## src/rtl/rs_pool_pkg.sv

```systemverilog
package rs_pool_pkg;

   // Lifecycle of one slot.
   typedef enum logic [1:0] {
      ENT_FREE = 2'd0,
      ENT_WAIT = 2'd1,
      ENT_SENT = 2'd2
   } ent_state_e;

endpackage

```

## src/rtl/rs_operand.sv

```systemverilog
module rs_operand #(
   parameter int TAG_W  = 4,
   parameter int DATA_W = 16
) (
   input  logic              clk,
   input  logic              rst_n,
   input  logic              load,
   input  logic              ld_rdy,
   input  logic [DATA_W-1:0] ld_val,
   input  logic [TAG_W-1:0]  ld_tag,
   input  logic              bc_valid,
   input  logic [TAG_W-1:0]  bc_tag,
   input  logic [DATA_W-1:0] bc_val,
   output logic              rdy,
   output logic [DATA_W-1:0] val
);

   logic              rdy_q;
   logic [DATA_W-1:0] val_q;
   logic [TAG_W-1:0]  tag_q;
   logic              hit_load;
   logic              hit_wait;

   always_comb begin
      hit_load = bc_valid && (bc_tag == ld_tag);
      hit_wait = bc_valid && !rdy_q && (bc_tag == tag_q);
   end

   always_ff @(posedge clk) begin
      if (!rst_n) begin
         rdy_q <= 1'b0;
         val_q <= '0;
         tag_q <= '0;
      end else if (load) begin
         tag_q <= ld_tag;
         if (ld_rdy) begin
            rdy_q <= 1'b1;
            val_q <= ld_val;
         end else if (hit_load) begin
            rdy_q <= 1'b1;
            val_q <= bc_val;
         end else begin
            rdy_q <= 1'b0;
         end
      end else if (hit_wait) begin
         rdy_q <= 1'b1;
         val_q <= bc_val;
      end
   end

   assign rdy = rdy_q;
   assign val = val_q;

   // A captured value is held until the source is reloaded.
   assert_value_held_R3 : assert property (@(posedge clk) disable iff (!rst_n)
      (rdy && !load) |=> (rdy && $stable(val)));

   // A pending source loaded with a matching broadcast is ready next cycle.
   assert_same_cycle_capture_R4 : assert property (@(posedge clk) disable iff (!rst_n)
      (load && !ld_rdy && bc_valid && (bc_tag == ld_tag)) |=> (rdy && (val == $past(bc_val))));

endmodule

```

## src/rtl/rs_entry.sv

```systemverilog
module rs_entry
   import rs_pool_pkg::*;
#(
   parameter int TAG_W  = 4,
   parameter int DATA_W = 16,
   parameter int OP_W   = 4,
   parameter int MY_TAG = 4
) (
   input  logic              clk,
   input  logic              rst_n,
   input  logic              alloc,
   input  logic [OP_W-1:0]   iss_op,
   input  logic              a_rdy,
   input  logic [DATA_W-1:0] a_val,
   input  logic [TAG_W-1:0]  a_tag,
   input  logic              b_rdy,
   input  logic [DATA_W-1:0] b_val,
   input  logic [TAG_W-1:0]  b_tag,
   input  logic              bc_valid,
   input  logic [TAG_W-1:0]  bc_tag,
   input  logic [DATA_W-1:0] bc_val,
   input  logic              grant,
   output logic              busy,
   output logic              ready,
   output logic [OP_W-1:0]   op,
   output logic [DATA_W-1:0] a_out,
   output logic [DATA_W-1:0] b_out
);

   localparam logic [TAG_W-1:0] OWN_TAG = TAG_W'(MY_TAG);

   ent_state_e      state_q;
   logic [OP_W-1:0] op_q;
   logic            a_ok;
   logic            b_ok;
   logic            own_done;

   rs_operand #(.TAG_W(TAG_W), .DATA_W(DATA_W)) u_src_a (
      .clk(clk), .rst_n(rst_n), .load(alloc),
      .ld_rdy(a_rdy), .ld_val(a_val), .ld_tag(a_tag),
      .bc_valid(bc_valid), .bc_tag(bc_tag), .bc_val(bc_val),
      .rdy(a_ok), .val(a_out));

   rs_operand #(.TAG_W(TAG_W), .DATA_W(DATA_W)) u_src_b (
      .clk(clk), .rst_n(rst_n), .load(alloc),
      .ld_rdy(b_rdy), .ld_val(b_val), .ld_tag(b_tag),
      .bc_valid(bc_valid), .bc_tag(bc_tag), .bc_val(bc_val),
      .rdy(b_ok), .val(b_out));

   assign own_done = bc_valid && (bc_tag == OWN_TAG);

   always_ff @(posedge clk) begin
      if (!rst_n) begin
         state_q <= ENT_FREE;
         op_q    <= '0;
      end else begin
         unique case (state_q)
            ENT_FREE: if (alloc) begin
               state_q <= ENT_WAIT;
               op_q    <= iss_op;
            end
            ENT_WAIT: if (grant) state_q <= ENT_SENT;
            ENT_SENT: if (own_done) state_q <= ENT_FREE;
            default:  state_q <= ENT_FREE;
         endcase
      end
   end

   assign busy  = (state_q != ENT_FREE);
   assign ready = (state_q == ENT_WAIT) && a_ok && b_ok;
   assign op    = op_q;

   // Only a free slot may be written.
   assert_alloc_free_R1 : assert property (@(posedge clk) disable iff (!rst_n)
      alloc |-> (state_q == ENT_FREE));

   // The picker grants only a slot holding both values.
   assert_grant_ready_R5 : assert property (@(posedge clk) disable iff (!rst_n)
      grant |-> (a_ok && b_ok && busy));

   // After dispatch the slot is not offered again.
   assert_no_redispatch_R7 : assert property (@(posedge clk) disable iff (!rst_n)
      grant |=> (busy && !ready));

   // A waiting slot is never freed by any broadcast.
   assert_wait_kept_R8 : assert property (@(posedge clk) disable iff (!rst_n)
      (state_q == ENT_WAIT) |=> busy);

endmodule

```

## src/rtl/rs_pick.sv

```systemverilog
module rs_pick #(
   parameter int N     = 4,
   parameter int IDX_W = 2
) (
   input  logic [N-1:0]     req,
   output logic [N-1:0]     gnt,
   output logic             any,
   output logic [IDX_W-1:0] idx
);

   logic [N:0] seen;

   assign seen[0] = 1'b0;

   for (genvar i = 0; i < N; i++) begin : g_chain
      assign seen[i+1] = seen[i] | req[i];
      assign gnt[i]    = req[i] & ~seen[i];
   end

   assign any = seen[N];

   always_comb begin
      idx = '0;
      for (int k = N - 1; k >= 0; k--) begin
         if (req[k]) idx = IDX_W'(k);
      end
   end

endmodule

```

## src/rtl/rs_pool.sv

```systemverilog
module rs_pool #(
   parameter int DEPTH     = 4,
   parameter int TAG_W     = 4,
   parameter int DATA_W    = 16,
   parameter int OP_W      = 4,
   parameter int POOL_BASE = 4
) (
   input  logic              clk,
   input  logic              rst_n,
   input  logic              iss_valid,
   input  logic [OP_W-1:0]   iss_op,
   input  logic              iss_a_rdy,
   input  logic [DATA_W-1:0] iss_a_val,
   input  logic [TAG_W-1:0]  iss_a_tag,
   input  logic              iss_b_rdy,
   input  logic [DATA_W-1:0] iss_b_val,
   input  logic [TAG_W-1:0]  iss_b_tag,
   output logic              iss_stall,
   output logic [TAG_W-1:0]  iss_tag,
   input  logic              bc_valid,
   input  logic [TAG_W-1:0]  bc_tag,
   input  logic [DATA_W-1:0] bc_val,
   output logic              disp_valid,
   output logic [OP_W-1:0]   disp_op,
   output logic [TAG_W-1:0]  disp_tag,
   output logic [DATA_W-1:0] disp_a,
   output logic [DATA_W-1:0] disp_b
);

   localparam int IDX_W   = (DEPTH > 1) ? $clog2(DEPTH) : 1;
   localparam int TOP_TAG = POOL_BASE + DEPTH - 1;

   if (DEPTH < 1) begin : g_bad_depth
      $error("rs_pool: DEPTH must be at least 1");
   end
   if (POOL_BASE < 1) begin : g_bad_base
      $error("rs_pool: POOL_BASE must be nonzero so that no slot tag is zero");
   end
   if (TOP_TAG >= (1 << TAG_W)) begin : g_bad_tagw
      $error("rs_pool: TAG_W too narrow for POOL_BASE + DEPTH - 1");
   end

   logic [DEPTH-1:0]  busy;
   logic [DEPTH-1:0]  ready;
   logic [DEPTH-1:0]  free_gnt;
   logic [DEPTH-1:0]  disp_gnt;
   logic [DEPTH-1:0]  alloc;
   logic              free_any;
   logic [IDX_W-1:0]  free_idx;
   logic [IDX_W-1:0]  disp_idx;
   logic [OP_W-1:0]   ent_op [DEPTH];
   logic [DATA_W-1:0] ent_a  [DEPTH];
   logic [DATA_W-1:0] ent_b  [DEPTH];
   logic              take;

   rs_pick #(.N(DEPTH), .IDX_W(IDX_W)) u_free_pick (
      .req(~busy), .gnt(free_gnt), .any(free_any), .idx(free_idx));

   rs_pick #(.N(DEPTH), .IDX_W(IDX_W)) u_disp_pick (
      .req(ready), .gnt(disp_gnt), .any(disp_valid), .idx(disp_idx));

   assign iss_stall = ~free_any;
   assign take      = iss_valid & free_any;
   assign alloc     = free_gnt & {DEPTH{take}};
   assign iss_tag   = TAG_W'(POOL_BASE) + TAG_W'(free_idx);

   for (genvar i = 0; i < DEPTH; i++) begin : g_slot
      rs_entry #(
         .TAG_W(TAG_W), .DATA_W(DATA_W), .OP_W(OP_W), .MY_TAG(POOL_BASE + i)
      ) u_entry (
         .clk(clk), .rst_n(rst_n), .alloc(alloc[i]), .iss_op(iss_op),
         .a_rdy(iss_a_rdy), .a_val(iss_a_val), .a_tag(iss_a_tag),
         .b_rdy(iss_b_rdy), .b_val(iss_b_val), .b_tag(iss_b_tag),
         .bc_valid(bc_valid), .bc_tag(bc_tag), .bc_val(bc_val),
         .grant(disp_gnt[i]), .busy(busy[i]), .ready(ready[i]),
         .op(ent_op[i]), .a_out(ent_a[i]), .b_out(ent_b[i]));
   end

   always_comb begin
      disp_op = '0;
      disp_a  = '0;
      disp_b  = '0;
      for (int k = 0; k < DEPTH; k++) begin
         if (disp_gnt[k]) begin
            disp_op = ent_op[k];
            disp_a  = ent_a[k];
            disp_b  = ent_b[k];
         end
      end
   end

   assign disp_tag = TAG_W'(POOL_BASE) + TAG_W'(disp_idx);

   // At most one slot is filled per cycle.
   assert_occ_step_R1 : assert property (@(posedge clk) disable iff (!rst_n)
      1'b1 |=> ($countones(busy) <= $countones($past(busy)) + 1));

   // A refused issue never fills a slot.
   assert_stall_blocks_R1 : assert property (@(posedge clk) disable iff (!rst_n)
      iss_stall |=> ($countones(busy) <= $countones($past(busy))));

   // One broadcast frees at most one slot.
   assert_free_step_R7 : assert property (@(posedge clk) disable iff (!rst_n)
      1'b1 |=> ($countones(busy) + 1 >= $countones($past(busy))));

   // A dispatched tag is never zero.
   assert_tag_nonzero_R6 : assert property (@(posedge clk) disable iff (!rst_n)
      disp_valid |-> (disp_tag != '0));

endmodule

```

## config.mk

```make
export PLATFORM = sky130hd
export DESIGN_NAME = rs_pool
export DESIGN_NICKNAME = d
export VERILOG_FILES = /design/src/rtl/rs_pool_pkg.sv /design/src/rtl/rs_operand.sv /design/src/rtl/rs_entry.sv /design/src/rtl/rs_pick.sv /design/src/rtl/rs_pool.sv
export SDC_FILE = /design/constraint.sdc
export NUM_CORES = 1
export LEC_CHECK = 0
export BUFFER_PORTS_ARGS = -buffer_cell sky130_fd_sc_hd__buf_2
export CAP_MARGIN = 5
export CORE_UTILIZATION = 61
export CTS_BUF_LIST = sky130_fd_sc_hd__clkbuf_8
export CTS_CLUSTER_DIAMETER = 100
export CTS_CLUSTER_SIZE = 14
export DETAILED_ROUTE_END_ITERATION = 10
export GPL_ROUTABILITY_DRIVEN = 1
export GPL_TIMING_DRIVEN = 0
export PLACE_DENSITY = 0.83
export SLEW_MARGIN = 40
export SYNTH_ARGS = -nofsm -noshare
export SYNTH_HDL_FRONTEND = slang
export SYNTH_SLANG_ARGS = --single-unit
```

## constraint.sdc

```tcl
create_clock -name clk -period 2.35 [get_ports clk]
set_input_delay 0.1175 -clock clk [delete_from_list [all_inputs] [get_ports clk]]
set_output_delay 0.1175 -clock clk [all_outputs]
set_load 0.01 [all_outputs]
```

; ---- Word level (Yosys, flattened, before mapping)
; Index checks and enable logic that the tools add are counted.
[op_classes]
reduce_logical = 70
shift = 0
n_div = 0
magnitude_cmp = 0
n_addsub = 2
bitwise_logic = 22
multipliers = 0
muxes = 76
n_eq_ne = 42
[ops]
columns = cell, count
row1 = $mux 16, 28
row2 = $eq 4x4->1, 10
row3 = $mux 2, 20
row4 = $logic_and 1x1->1, 30
row5 = $ne 3x2->1 const B, 8
row6 = $pmux 2 s3, 4
row7 = $reduce_and 2->1, 12
row8 = $reduce_bool 2->1, 12
row9 = $mux 1, 20
row10 = $eq 4x3->1 const B, 4
row11 = $mux 4, 4
row12 = $ne 2x1->1 const B, 8
row13 = $reduce_and 3->1, 4
row14 = $add 3x2->4 const A, 2
row15 = $eq 2x1->1 const B, 4
row16 = $eq 2x2->1 const B, 4
row17 = $logic_not 1->1, 8
row18 = $logic_not 2->1, 4
row19 = $ne 2x2->1 const B, 4
row20 = $and 1x1->1, 7
row21 = $not 1->1, 7
row22 = $or 1x1->1, 6
row23 = $and 4x4->4, 1
row24 = $not 4->4, 1
[totals]
memories = 0
out_inout_bits = 46
ff_bits = 192
rom_bits = 0
ram_bits = 0
latch_bits = 0

; ---- Logic depth before layout (Yosys ltp)
; Gate-level depths: netlist of run 1.
[logic_depth]
depth_word = 9
depth_mapped = 9

; ---- Modules after synthesis
; Synthesis of run 1 repeated with hierarchy kept, for this count alone.
[hier_totals]
hier_cells = 976
hier_area_um2 = 10253.6
[modules_own_cells]
columns = mod, area_each_um2, seq_area_each_um2, instances, cells_each
row1 = rs_operand, 1011.0, 420.4, 8, 88
row2 = rs_pool, 943.4, 0.0, 1, 148
row3 = rs_entry (g_slot[1].u_entry ...), 276.5, 120.1, 2, 26
row4 = rs_entry (g_slot[3].u_entry), 277.8, 120.1, 1, 26
row5 = rs_entry (g_slot[0].u_entry), 274.0, 120.1, 1, 26
row6 = rs_pick, 58.8, 0.0, 2, 10

; ---- Worst setup path after synthesis of run 1
; Ideal clock, no wire load.
[synth_path]
path_type = register to output
from = reg g_slot[1].u_entry.state_q[1]
to = out disp_a[0]
path_buffers = 2
stages_incl_launch_ff = 7
slack_ns = 0.492
t_arrival_ns = 1.741
cell_sequence = dfxtp_1 and4b_1 clkbuf_1 nor2_1 clkbuf_1 a22oi_1 o21ai_0
[synth_via]
elab_chain_len = 8
elab_cells_between_ends = 13
[synth_rtl]
columns = element, line_no
row1 = start: declaration, rs_entry.sv:32  ; ent_state_e state_q;
row2 = start signal: assignment, rs_entry.sv:54  ; state_q <= ENT_FREE;
row3 = start signal: assignment, rs_entry.sv:59  ; state_q <= ENT_WAIT;
row4 = start signal: assignment, rs_entry.sv:62  ; ENT_WAIT: if (grant) state_q <= ENT_SENT;
row5 = $eq 2x1->1 *, rs_entry.sv:70  ; assign ready = (state_q == ENT_WAIT) && a_ok && b_ok;
row6 = $logic_and 1x1->1 * (2 in series), rs_entry.sv:70
row7 = $or 1x1->1, rs_pick.sv:16  ; assign seen[i+1] = seen[i] | req[i];
row8 = $not 1->1 / $or 1x1->1 (equally long branches), "rs_pick.sv:17, rs_pick.sv:16"
row9 = $and 1x1->1 / $not 1->1 (equally long branches), rs_pick.sv:17  ; assign gnt[i] = req[i] & ~seen[i];
row10 = $mux 16 / $and 1x1->1 (equally long branches), "rs_pool.sv:84, rs_pick.sv:17"
row11 = $mux 16 *, rs_pool.sv:84  ; if (disp_gnt[k]) begin
row12 = end: declaration, rs_pool.sv:26  ; output logic [DATA_W-1:0] disp_a,
; Every way passes the cells marked *; elsewhere a longest branch is shown, timed or not.

; ---- Final worst setup path of run 1
[layout_path]
from = reg g_slot[1].u_entry.u_src_b.rdy_q
to = out disp_b[15]
[layout_via]
elab_chain_len = 6
elab_cells_between_ends = 11
[layout_rtl]
columns = element, line_no
row1 = start: declaration, rs_operand.sv:18  ; logic rdy_q;
row2 = start signal: assignment, rs_operand.sv:31  ; rdy_q <= 1'b0;
row3 = start signal: assignment, rs_operand.sv:37  ; rdy_q <= 1'b1;
row4 = start signal: assignment, rs_operand.sv:40  ; rdy_q <= 1'b1;
row5 = $logic_and 1x1->1 *, rs_entry.sv:70
row6 = $or 1x1->1, rs_pick.sv:16
row7 = $not 1->1 / $or 1x1->1 (equally long branches), "rs_pick.sv:17, rs_pick.sv:16"
row8 = $and 1x1->1 / $not 1->1 (equally long branches), rs_pick.sv:17
row9 = $mux 16 / $and 1x1->1 (equally long branches), "rs_pool.sv:84, rs_pick.sv:17"
row10 = $mux 16 *, rs_pool.sv:84
row11 = end: declaration, rs_pool.sv:27  ; output logic [DATA_W-1:0] disp_b
; Marked as above.

==> results.cfg, run 1 <==
[status]
status = completed

[synthesis]
ys_seq_area_share_pct = 37.43
ys.flop_type = dfxtp_1
synth-seq-cells = 192
synth_top_area_share_pct = 37.43
synth.lib_cells_used.distinct = 63
syn_area_sq_um = 10270
synth_edf_count = 0
yosys-top-cells-area = dfxtp_1 (37%), mux2i_1 (12%), nand2_1 (8.6%)
avgSynthCellArea_sq_um = 8.695
async_flop_share_pct = 0
yosysTopAreaCell = dfxtp_1
yosysWarningCount = 0
synthCells = 1181

[die]
die_height_microns = 131.7
core_sq_um = 16520
start_util_pct = 62.14
io_pins = 116
fp.dieArea_sq_um = 17360
die_w_microns = 131.7
rows = 47

[routing]
routedWlPerCell_microns = 21.19
drt_iter0_drc = 1027
routed_wl_microns = 33650
drc_errors = 0
postRouteAntennaNets = 0
vias = 10220
first_pass_iters = 6
vias_per_cell = 6.433

[critical_path]
critPathKind = reg2out
cpLargestDelayFamily = simple AND/OR/NAND/NOR gates
cp-start-kind = flip-flop
worst-path-max-fanout = 6
crit_buf_inv = 2
worstPathRequired_ns = 2.23
crit_chain = and4b_2 > nor2_4 > buf_4 > a22oi_1 > o21ai_0 > buf_2
endpoint_kind = primary output
cp_slowest_stage_delay_ns = 0.36
crit_slowest_cell = dfxtp_2
worstPathArrival_ns = 2.22

[placement]
hpwlAfterDp_microns = 22970
pre_cts_slack_ns = -0.3771
gp_congestion = 0.9390
port_buffers = 109

[layout]
diodes = 0
areaGrowthSynthToFinish_pct = 18.64
seqCellArea_sq_um = 3859
drive_above_1_share_pct = 22.22
fillerInstances = 1201
finalNetCount = 1425
postLayoutCoreUtil_pct = 73.73
multi_input_area_sq_um = 5993

[clocking]
clockRootBuffer = clkbuf_8
clkTransAtPathRegs_ns = 0.10
numCtsBuffers = 17
cts.path.max_buffers = 2
cts.sinks = 192
clk_latency_ns = 0.50
cts_tree = built
h-tree-depth = 4

[global_routing]
grt_max_degree = 17
grt_pass1_vias = 9907
groute.usage.overall_pct = 38.43
overflow = 0
antenna_found_initial = 0
grt_pass1_wl_microns = 52040

[sta]
clock.fmax_mhz = 428.2
min_period_over_period_pct = 99.38
rsz0062_at_grt = false
slew_violations = 0
setup_viol = 0
whs_ns = 0.008663
slew-limit-headroom_pct = 45.25
tns_ns = 0
min_period_ns = 2.335
hold_viol = 0
worst_slew_pin_slew_ns = 0.8212
skew_ns = 0.01987
setup_slack_ns = 0.01450

[power_and_ir_drop]
p_leak_nw = 5.238
power.density_nw_per_um2 = 574.8
total_power_mw = 7.002
ir_worst_vdd_mv = 0.4428

[job]
cap_violations = 0

[min_path]
worstHoldPathType = in2reg
state kept, by name, indices dropped and copies added (netlist names):
register,count
g_slot.u_entry.u_src_b.val,64
g_slot.u_entry.u_src_b.rdy,4
g_slot.u_entry.u_src_a.rdy,4
g_slot.u_entry.state_q,8
g_slot.u_entry.op,16
g_slot.u_entry.u_src_a.val,64
g_slot.u_entry.u_src_b.tag_q,16
g_slot.u_entry.u_src_a.tag_q,16
Yosys cell counts, types with 3 or more instances:
| cell | number |
|---|---|
| dfxtp_1 | 192 |
| clkbuf_1 | 56 |
| inv_2 | 3 |
| inv_1 | 5 |
| nor3_1 | 7 |
| o211ai_1 | 33 |
| buf_6 | 7 |
| a311oi_1 | 33 |
| nand3_1 | 11 |
| xor2_1 | 12 |
| buf_2 | 25 |
| buf_4 | 8 |
| nand2_2 | 3 |
| nand2b_1 | 33 |
| mux2_2 | 48 |
| o21ai_0 | 42 |
| buf_1 | 8 |
| a21oi_1 | 104 |
| xnor2_1 | 25 |
| o22ai_1 | 3 |
| nor2_1 | 19 |
| nand2_1 | 236 |
| mux2i_1 | 128 |
| a211oi_1 | 17 |
| a22oi_1 | 72 |
area by class of cell:
class	instances	share of cell area, %
Sequential cell	192	31.67
Tap cell	220	2.259
Inverter	8	0.2465
Timing Repair Buffer	156	8.196
Multi-Input combinational cell	880	49.19
Clock inverter	13	1.510
Buffer	100	4.776
Clock buffer	19	2.146
worst register-to-register path: stages, from the launching register on:
cell and delay (ns):
dfxtp_2 0.33, buf_6 0.11, buf_4 0.14, nor3b_4 0.32
nand2_1 0.21, clkbuf_1 0.32, clkbuf_1 0.34, o211ai_1 0.27
mux2i_1 0.10
where the power goes:
group          internal, mW  total (mW)  switching [mW]
logic                 0.419        1.05           0.630
clock network          1.22        2.47            1.25
registers              3.40        3.49          0.0897
total                  5.03        7.00            1.97
per-stage QoR:
stage	instances	cell area (sq um)
after CTS	1586	12080
after detailed placement	1512	11100
after global placement	1512	11100
final	1588	12180
after global routing	1588	12180
after floorplan	1183	10280
timing repair:
item	4_1_cts	5_1_grt
hold buffers	33	0
pin swaps	4	6
gates cloned	0	2
endpoints found under the setup margin	38	66
hold endpoints to repair	77	0
gates resized for setup	62	27
buffers inserted	10	3
per-layer routing:
metal	wire length (microns)	global-route usage (%)	part of all wire [%]	up-vias
met2	15430	60.85	46	671
met4	1395	21.45	4.1	0
met1	12800	47.86	38	4831
met3	4018	9.689	12	129
li1	-	-	-	4584
met5	0	0	0	-
final timing paths:
kind / cells past startpoint / slack, ns / startpoint / to
worst max-delay path: 6 / 0.01 / g_slot[1].u_entry.u_src_b.rdy$_SDFFE_PN0P_ / disp_b[15]
worst min-delay path: 3 / 0.009 / iss_a_val[10] / g_slot[0].u_entry.u_src_a.val[10]$_SDFFE_PN0P_
worst max register to register: 8 / 0.11 / g_slot[0].u_entry.state_q[0]$_SDFFE_PN0P_ / g_slot[0].u_entry.u_src_a.val[13]$_SDFFE_PN0P_
worst min register to register: 2 / 0.46 / g_slot[0].u_entry.op[1]$_SDFFE_PN0P_ / g_slot[0].u_entry.op[1]$_SDFFE_PN0P_
cells in the final DEF (no fill, tap or decap), types with 45 or more instances in the layout:
cell / instances
nand2_1: 235
dfxtp_1: 186
mux2i_1: 128
buf_2: 126
a21oi_1: 104
a22oi_1: 65
mux2_2: 48
clkbuf_1: 45
logic make-up after synthesis:
family / Yosys count / share of synthesized area (%)
AND/OR/NAND/NOR: 336 / 14.66
XOR/XNOR: 37 / 3.156
flip-flops: 192 / 37.43
other: 2 / 0.07314
multiplexers: 178 / 18.09
buffers and inverters: 112 / 5.203
AO/OA/AOI/OAI: 324 / 21.38
Note: power is estimated with default switching activity, not from simulation.
==> run 2, diff against run 1 <==
--- a/config.mk
+++ b/config.mk
@@ -7,14 +7,14 @@
 export LEC_CHECK = 0
 export BUFFER_PORTS_ARGS = -buffer_cell sky130_fd_sc_hd__buf_2
 export CAP_MARGIN = 5
-export CORE_UTILIZATION = 61
+export CORE_UTILIZATION = 55
 export CTS_BUF_LIST = sky130_fd_sc_hd__clkbuf_8
 export CTS_CLUSTER_DIAMETER = 100
 export CTS_CLUSTER_SIZE = 14
 export DETAILED_ROUTE_END_ITERATION = 10
 export GPL_ROUTABILITY_DRIVEN = 1
 export GPL_TIMING_DRIVEN = 0
-export PLACE_DENSITY = 0.83
+export PLACE_DENSITY = 0.79
 export SLEW_MARGIN = 40
 export SYNTH_ARGS = -nofsm -noshare
 export SYNTH_HDL_FRONTEND = slang
==> constraint.sdc (replaced) <==
create_clock -name clk -period 2 [get_ports clk]
set_input_delay 0.1 -clock clk [delete_from_list [all_inputs] [get_ports clk]]
set_output_delay 0.1 -clock clk [all_outputs]
set_load 0.01 [all_outputs]
==> run 2 against run 1 <==
Hold slack worse by 0.023 ns. Setup slack worse by 0.34 ns. Critical endpoint is now disp_a[1]. Utilization is 0.88 points lower. Routed wire length is 9.7% higher. Global-route usage is 3.1 points lower. Via count is 4.1% higher. Flip-flop and latch count stayed put. Largest cell class unchanged. The flow now finishes with violations (DRC, hold timing, setup timing).
==> results.cfg, run 2 (synthesis gave the netlist of run 1 again) <==
[status]
status = finished with violations
violations = DRC, hold timing, setup timing

[sta]
tns_ns = -10.14
slew_violations = 0
setup_slack_ns = -0.3303
skew_ns = 0.01961
whs_ns = -0.01406
setup_viol = 45
clock.fmax_mhz = 429.1
hold_viol = 3
min_period_ns = 2.330
slew-limit-headroom_pct = 40.08
min_period_over_period_pct = 116.5
worst_slew_pin_slew_ns = 0.8987
rsz0062_at_grt = true

[routing]
vias = 10630
postRouteAntennaNets = 0
vias_per_cell = 6.484
routedWlPerCell_microns = 22.51
routed_wl_microns = 36920
first_pass_iters = 11
drt_iter0_drc = 1283
drc_errors = 7

[placement]
port_buffers = 109
dpl.cell_count = 1521
hpwlAfterDp_microns = 22990
gp_congestion = 0.9373
placed_cell_area_sq_um = 11110

[global_routing]
grt_max_degree = 18
groute.usage.overall_pct = 35.31
overflow = 0
grt_pass1_wl_microns = 53030
antenna_found_initial = 0
grt_pass1_vias = 9904

[power_and_ir_drop]
p_leak_nw = 5.719
power.density_nw_per_um2 = 640.2
ir_worst_vdd_mv = 0.5237

[critical_path]
endpoint_kind = primary output
critPathKind = reg2out
r2r_start = g_slot[1].u_entry.u_src_a.tag_q[0]$_SDFFE_PN0P_
crit_chain = and4b_2 > nor2_4 > and3_4 > buf_12 > buf_8 > a22oi_2 > o21ai_2 > buf_2
rrSetupSlack_ns = -0.15
r2r-end = g_slot[1].u_entry.u_src_a.val[1]$_SDFFE_PN0P_
reg2reg_depth = 7
worstPathRequired_ns = 1.90
worst-path-max-fanout = 6
cp_slowest_stage_delay_ns = 0.34
worstPathArrival_ns = 2.23
crit_slowest_cell = dfxtp_2
cp-start-kind = flip-flop

[layout]
stdcell_count = 1640
design_area_sq_um = 13220
drive_above_1_share_pct = 29.34
layout_commonest_cell = nand2_1
finalNetCount = 1468
layout_common_cells = nand2_1 (233), dfxtp_1 (181), mux2i_1 (128), buf_2 (111), a21oi_1 (103)
areaGrowthSynthToFinish_pct = 28.73
diodes = 0
fillerInstances = 1268

[clocking]
cts.sinks = 192
numCtsBuffers = 17
clockRootBuffer = clkbuf_8
clk_latency_ns = 0.50
cts_tree = built
cts.path.max_buffers = 2
clkTransAtPathRegs_ns = 0.10
h-tree-depth = 4

[min_path]
worstHoldPathType = in2reg
min_to = g_slot[0].u_entry.u_src_a.val[12]$_SDFFE_PN0P_
min_path_cells = 3
hold_start = iss_a_val[12]

[die]
fp.dieArea_sq_um = 19220
die_w_microns = 138.6
start_util_pct = 56.58
rows = 49
io_pins = 116
core_sq_um = 18150
die_height_microns = 138.6

[job]
cap_violations = 0
-- run 2: changes by cell type in the layout (fill, tap and decap cells not counted), moves of 11 or more --
cell and delta:
buf_4 +30, a22oi_1 -30, o21ai_1 +16, o21ai_0 -22
a22oi_2 +30, buf_2 -15, clkbuf_1 -11
-- run 2: worst max path at each step --
stage / from / endpoint / slack [ns] / cells after the start
floorplan: g_slot[1].u_entry.state_q[1]$_SDFFE_PN0P_ / disp_a[0] / 0.16 / 6
global placement: g_slot[1].u_entry.state_q[1]$_SDFFE_PN0P_ / disp_a[1] / -0.69 / 7
detailed placement: g_slot[1].u_entry.state_q[1]$_SDFFE_PN0P_ / disp_a[1] / -0.68 / 7
CTS: g_slot[0].u_entry.state_q[0]$_SDFFE_PN0P_ / disp_a[1] / -0.23 / 9
global route: g_slot[2].u_entry.state_q[1]$_SDFFE_PN0P_ / disp_a[1] / -0.39 / 7
finish: g_slot[0].u_entry.state_q[0]$_SDFFE_PN0P_ / disp_a[1] / -0.33 / 8
-- run 2: layout make-up --
| class | instances | area (sq um) | area share, % |
|---|---|---|---|
| multi-input cells | 879 | 6336 | 47.93 |
| flip-flops and latches | 192 | 3872 | 29.29 |
| repair buffers | 200 | 1484 | 11.23 |
| plain buffers | 100 | 752.0 | 5.689 |
| well taps | 229 | 286.5 | 2.168 |
| clock buffers | 19 | 261.5 | 1.978 |
| clock inverters | 13 | 196.4 | 1.486 |
| inverters | 8 | 30.03 | 0.2272 |
-- run 2: routing by layer --
layer	part of all wire, %	GRT usage [%]	wire length [microns]	vias to the layer above
li1	-	-	-	4679
met4	5.1	17.66	1865	2
met3	11	8.149	4180	171
met1	37	43.06	13600	5037
met2	47	58.67	17210	744
met5	0.16	0	59	-
-- run 2: repair_timing --
item,CTS,global route
hold buffers,38,0
setup endpoints to repair,132,151
hold endpoints to repair,89,0
buffers inserted,26,24
resized for setup,185,69
gates cloned,2,6
pin swaps,14,33
-- run 2: worst max-delay path, delay by kind of cell (launching register included) --
| family | cells | cell delay (ns) |
|---|---|---|
| AOI/OAI and AO/OA | 2 | 0.15 |
| DFF | 1 | 0.34 |
| and+or+nand+nor | 3 | 0.75 |
| buffers and inverters | 3 | 0.49 |
-- run 2: power by group --
group          leakage (nW)  internal, mW  switching, mW  total [mW]
clock                 0.230          1.46           1.53        2.99
combinational          3.92         0.564          0.808        1.37
sequential             1.57          3.99          0.116        4.11
total                  5.72          6.01           2.45        8.46
-- run 2: per-stage QoR --
step           utilization (%)  power (mW)  hold slack, ns  setup WS, ns
2_1_floorplan                -       4.889          0.2360        0.1593
3_3_place_gp             61.21       5.266          0.3790       -0.6931
3_5_place_dp             61.21       5.293          0.3852       -0.6777
4_1_cts                  69.99       8.279        0.003367       -0.2331
5_1_grt                  72.84       8.664         0.01530       -0.3916
6_report                 72.84       8.463        -0.01406       -0.3303
==> run 3, diff against run 2 <==
==> constraint.sdc (replaced) <==
create_clock -name clk -period 2.1 [get_ports clk]
set_input_delay 0.105 -clock clk [delete_from_list [all_inputs] [get_ports clk]]
set_output_delay 0.105 -clock clk [all_outputs]
set_load 0.01 [all_outputs]
==> run 3 against run 2 <==
The run still ends with DRC, hold timing, setup timing left. Sequential power fell by 5%. Flip-flop and latch count stayed put. Highest routed layer is now met4. Combinational power is 11% lower. Utilization shrank 2.0 points. Setup slack improved by 0.18 ns.
==> results.cfg, run 3 (synthesis gave the netlist of run 1 again) <==
[status]
status = finished with violations
violations = DRC, hold timing, setup timing

[critical_path]
crit_slowest_cell = dfxtp_1
worst-path-max-fanout = 6
worstPathArrival_ns = 2.14
cpLargestDelayFamily = simple AND/OR/NAND/NOR gates
endpoint_kind = primary output
cp_slowest_stage_delay_ns = 0.43
rrSetupSlack_ns = 0.04
cp.depth = 6
critPathKind = reg2out
reg2reg_depth = 8
worstPathRequired_ns = 2.00
r2r_start = g_slot[1].u_entry.state_q[0]$_SDFFE_PN0P_
crit_chain = and4_2 > and3_4 > buf_8 > a22oi_2 > o21ai_2 > buf_2
r2r-end = g_slot[2].u_entry.u_src_b.val[7]$_SDFFE_PN0P_
cp-start-kind = flip-flop
crit_buf_inv = 2

[power_and_ir_drop]
total_power_mw = 7.963
p_switching_mw = 2.280
switching_share_pct = 28.63
ir_worst_vdd_mv = 0.4966
power.density_nw_per_um2 = 619.2
clockPowerShare_pct = 35.6
p_int_mw = 5.684
seqPwrFrac_pct = 49.1
comb_power_share_pct = 15.3
p_leak_nw = 5.492

[clocking]
cts.sinks = 192
clk_latency_ns = 0.50
clockRootBuffer = clkbuf_8
h-tree-depth = 4
cts.path.max_buffers = 2
cts_tree = built
clkTransAtPathRegs_ns = 0.10
numCtsBuffers = 17

[die]
io_pins = 116
core_sq_um = 18150
die_w_microns = 138.6
fp.dieArea_sq_um = 19220
start_util_pct = 56.58
rows = 49
die_height_microns = 138.6

[layout]
diodes = 0
postLayoutCoreUtil_pct = 70.87
layout_commonest_cell = nand2_1
drive_above_1_share_pct = 27.67
fillerInstances = 1364
multi_input_area_sq_um = 6261
areaGrowthSynthToFinish_pct = 25.25
seqCellArea_sq_um = 3872
layout_common_cells = nand2_1 (234), dfxtp_1 (181), mux2i_1 (128), buf_2 (121), a21oi_1 (103)
finalNetCount = 1452

[routing]
drc_errors = 6
drt_iter0_drc = 1093
vias_per_cell = 6.317
postRouteAntennaNets = 0
first_pass_iters = 11
routedWlPerCell_microns = 21.46
routed_wl_microns = 34850
vias = 10260

[sta]
setup_viol = 35
skew_ns = 0.01921
slew_violations = 0
hold_viol = 1
clock.fmax_mhz = 445.1
rsz0062_at_grt = true
min_period_over_period_pct = 107.0
min_period_ns = 2.246
worst_slew_pin_slew_ns = 0.8294
slew-limit-headroom_pct = 44.70
setup_slack_ns = -0.1465
tns_ns = -3.277
whs_ns = -0.005950

[min_path]
min_to = g_slot[0].u_entry.u_src_a.val[12]$_SDFFE_PN0P_
hold_start = iss_a_val[12]
min_path_cells = 3
worstHoldPathType = in2reg

[global_routing]
antenna_found_initial = 0
grt_pass1_vias = 9794
grt_pass1_wl_microns = 52350
groute.usage.overall_pct = 34.82
overflow = 0
grt_max_degree = 18

[placement]
hpwlAfterDp_microns = 22990
port_buffers = 109
gp_congestion = 0.9373

[job]
cap_violations = 0
## run 3: cell count changes in the layout (fill, tap and decap cells not counted), sizes merged
cell           delta
clkbuf           -10
and3              +1
dlymetal6s4s      -3
buf               -3
dlygate4sd3       +1
clkdlybuf4s15     -2
## run 3: worst register-to-register path, delay by kind of cell (launching register included)
| kind | cells | cell delay, ns |
|---|---|---|
| DFF | 1 | 0.37 |
| buffers and inverters | 3 | 0.69 |
| AOI/OAI and AO/OA | 4 | 0.81 |
| and+or+nand+nor | 1 | 0.11 |
## run 3: routing by layer
layer	vias up	part of all wire, %	GRT usage [%]
li1	4659	-	-
met1	4865	39	43.46
met2	599	47	58.40
met3	136	9.9	6.906
met4	0	4.3	15.44
met5	-	0	0
## run 3: how the worst max path moves through the flow
| stage | startpoint | endpoint | slack, ns |
|---|---|---|---|
| floorplan | g_slot[1].u_entry.state_q[1]$_SDFFE_PN0P_ | disp_a[0] | 0.25 |
| global placement | g_slot[1].u_entry.state_q[1]$_SDFFE_PN0P_ | disp_a[1] | -0.60 |
| detailed placement | g_slot[1].u_entry.state_q[1]$_SDFFE_PN0P_ | disp_a[1] | -0.58 |
| CTS | g_slot[1].u_entry.state_q[1]$_SDFFE_PN0P_ | disp_a[1] | -0.13 |
| global route | g_slot[0].u_entry.state_q[0]$_SDFFE_PN0P_ | disp_a[1] | -0.17 |
| finish | g_slot[3].u_entry.u_src_b.rdy$_SDFFE_PN0P_ | disp_a[1] | -0.15 |
## run 3: area by class of cell
class	count	area share, %
repair buffers	183	9.913
inverters	8	0.2335
flip-flops and latches	192	30.11
plain buffers	100	5.273
clock buffers	19	2.033
clock inverters	13	1.527
multi-input cells	880	48.68
well taps	229	2.228
## run 3: timing repair
action | in CTS | in global routing
hold buffers | 36 | 0
endpoints found under the setup margin | 97 | 130
gates cloned | 1 | 7
hold endpoints to repair | 84 | 0
pin swaps | 12 | 28
buffers inserted | 18 | 16
resized for setup | 160 | 60
## run 3: per-stage QoR
step	area, sq um	std cells	worst slack (ns)	hold slack (ns)
after floorplan	10280	1183	0.2543	0.2410
after global placement	11110	1521	-0.5981	0.3840
after detailed placement	11110	1521	-0.5827	0.3902
after CTS	12520	1607	-0.1330	0.0005080
after global routing	12860	1624	-0.1738	0.01089
final	12860	1624	-0.1465	-0.005950
## run 3: power groups by stage
stage / clock [mW] / sequential [mW] / combinational, mW
6_report: 2.84 / 3.91 / 1.22
4_1_cts: 2.81 / 3.90 / 1.16
3_3_place_gp: 0 / 3.97 / 1.04
5_1_grt: 2.95 / 3.92 / 1.30
2_1_floorplan: 0 / 3.95 / 0.704
3_5_place_dp: 0 / 3.98 / 1.06
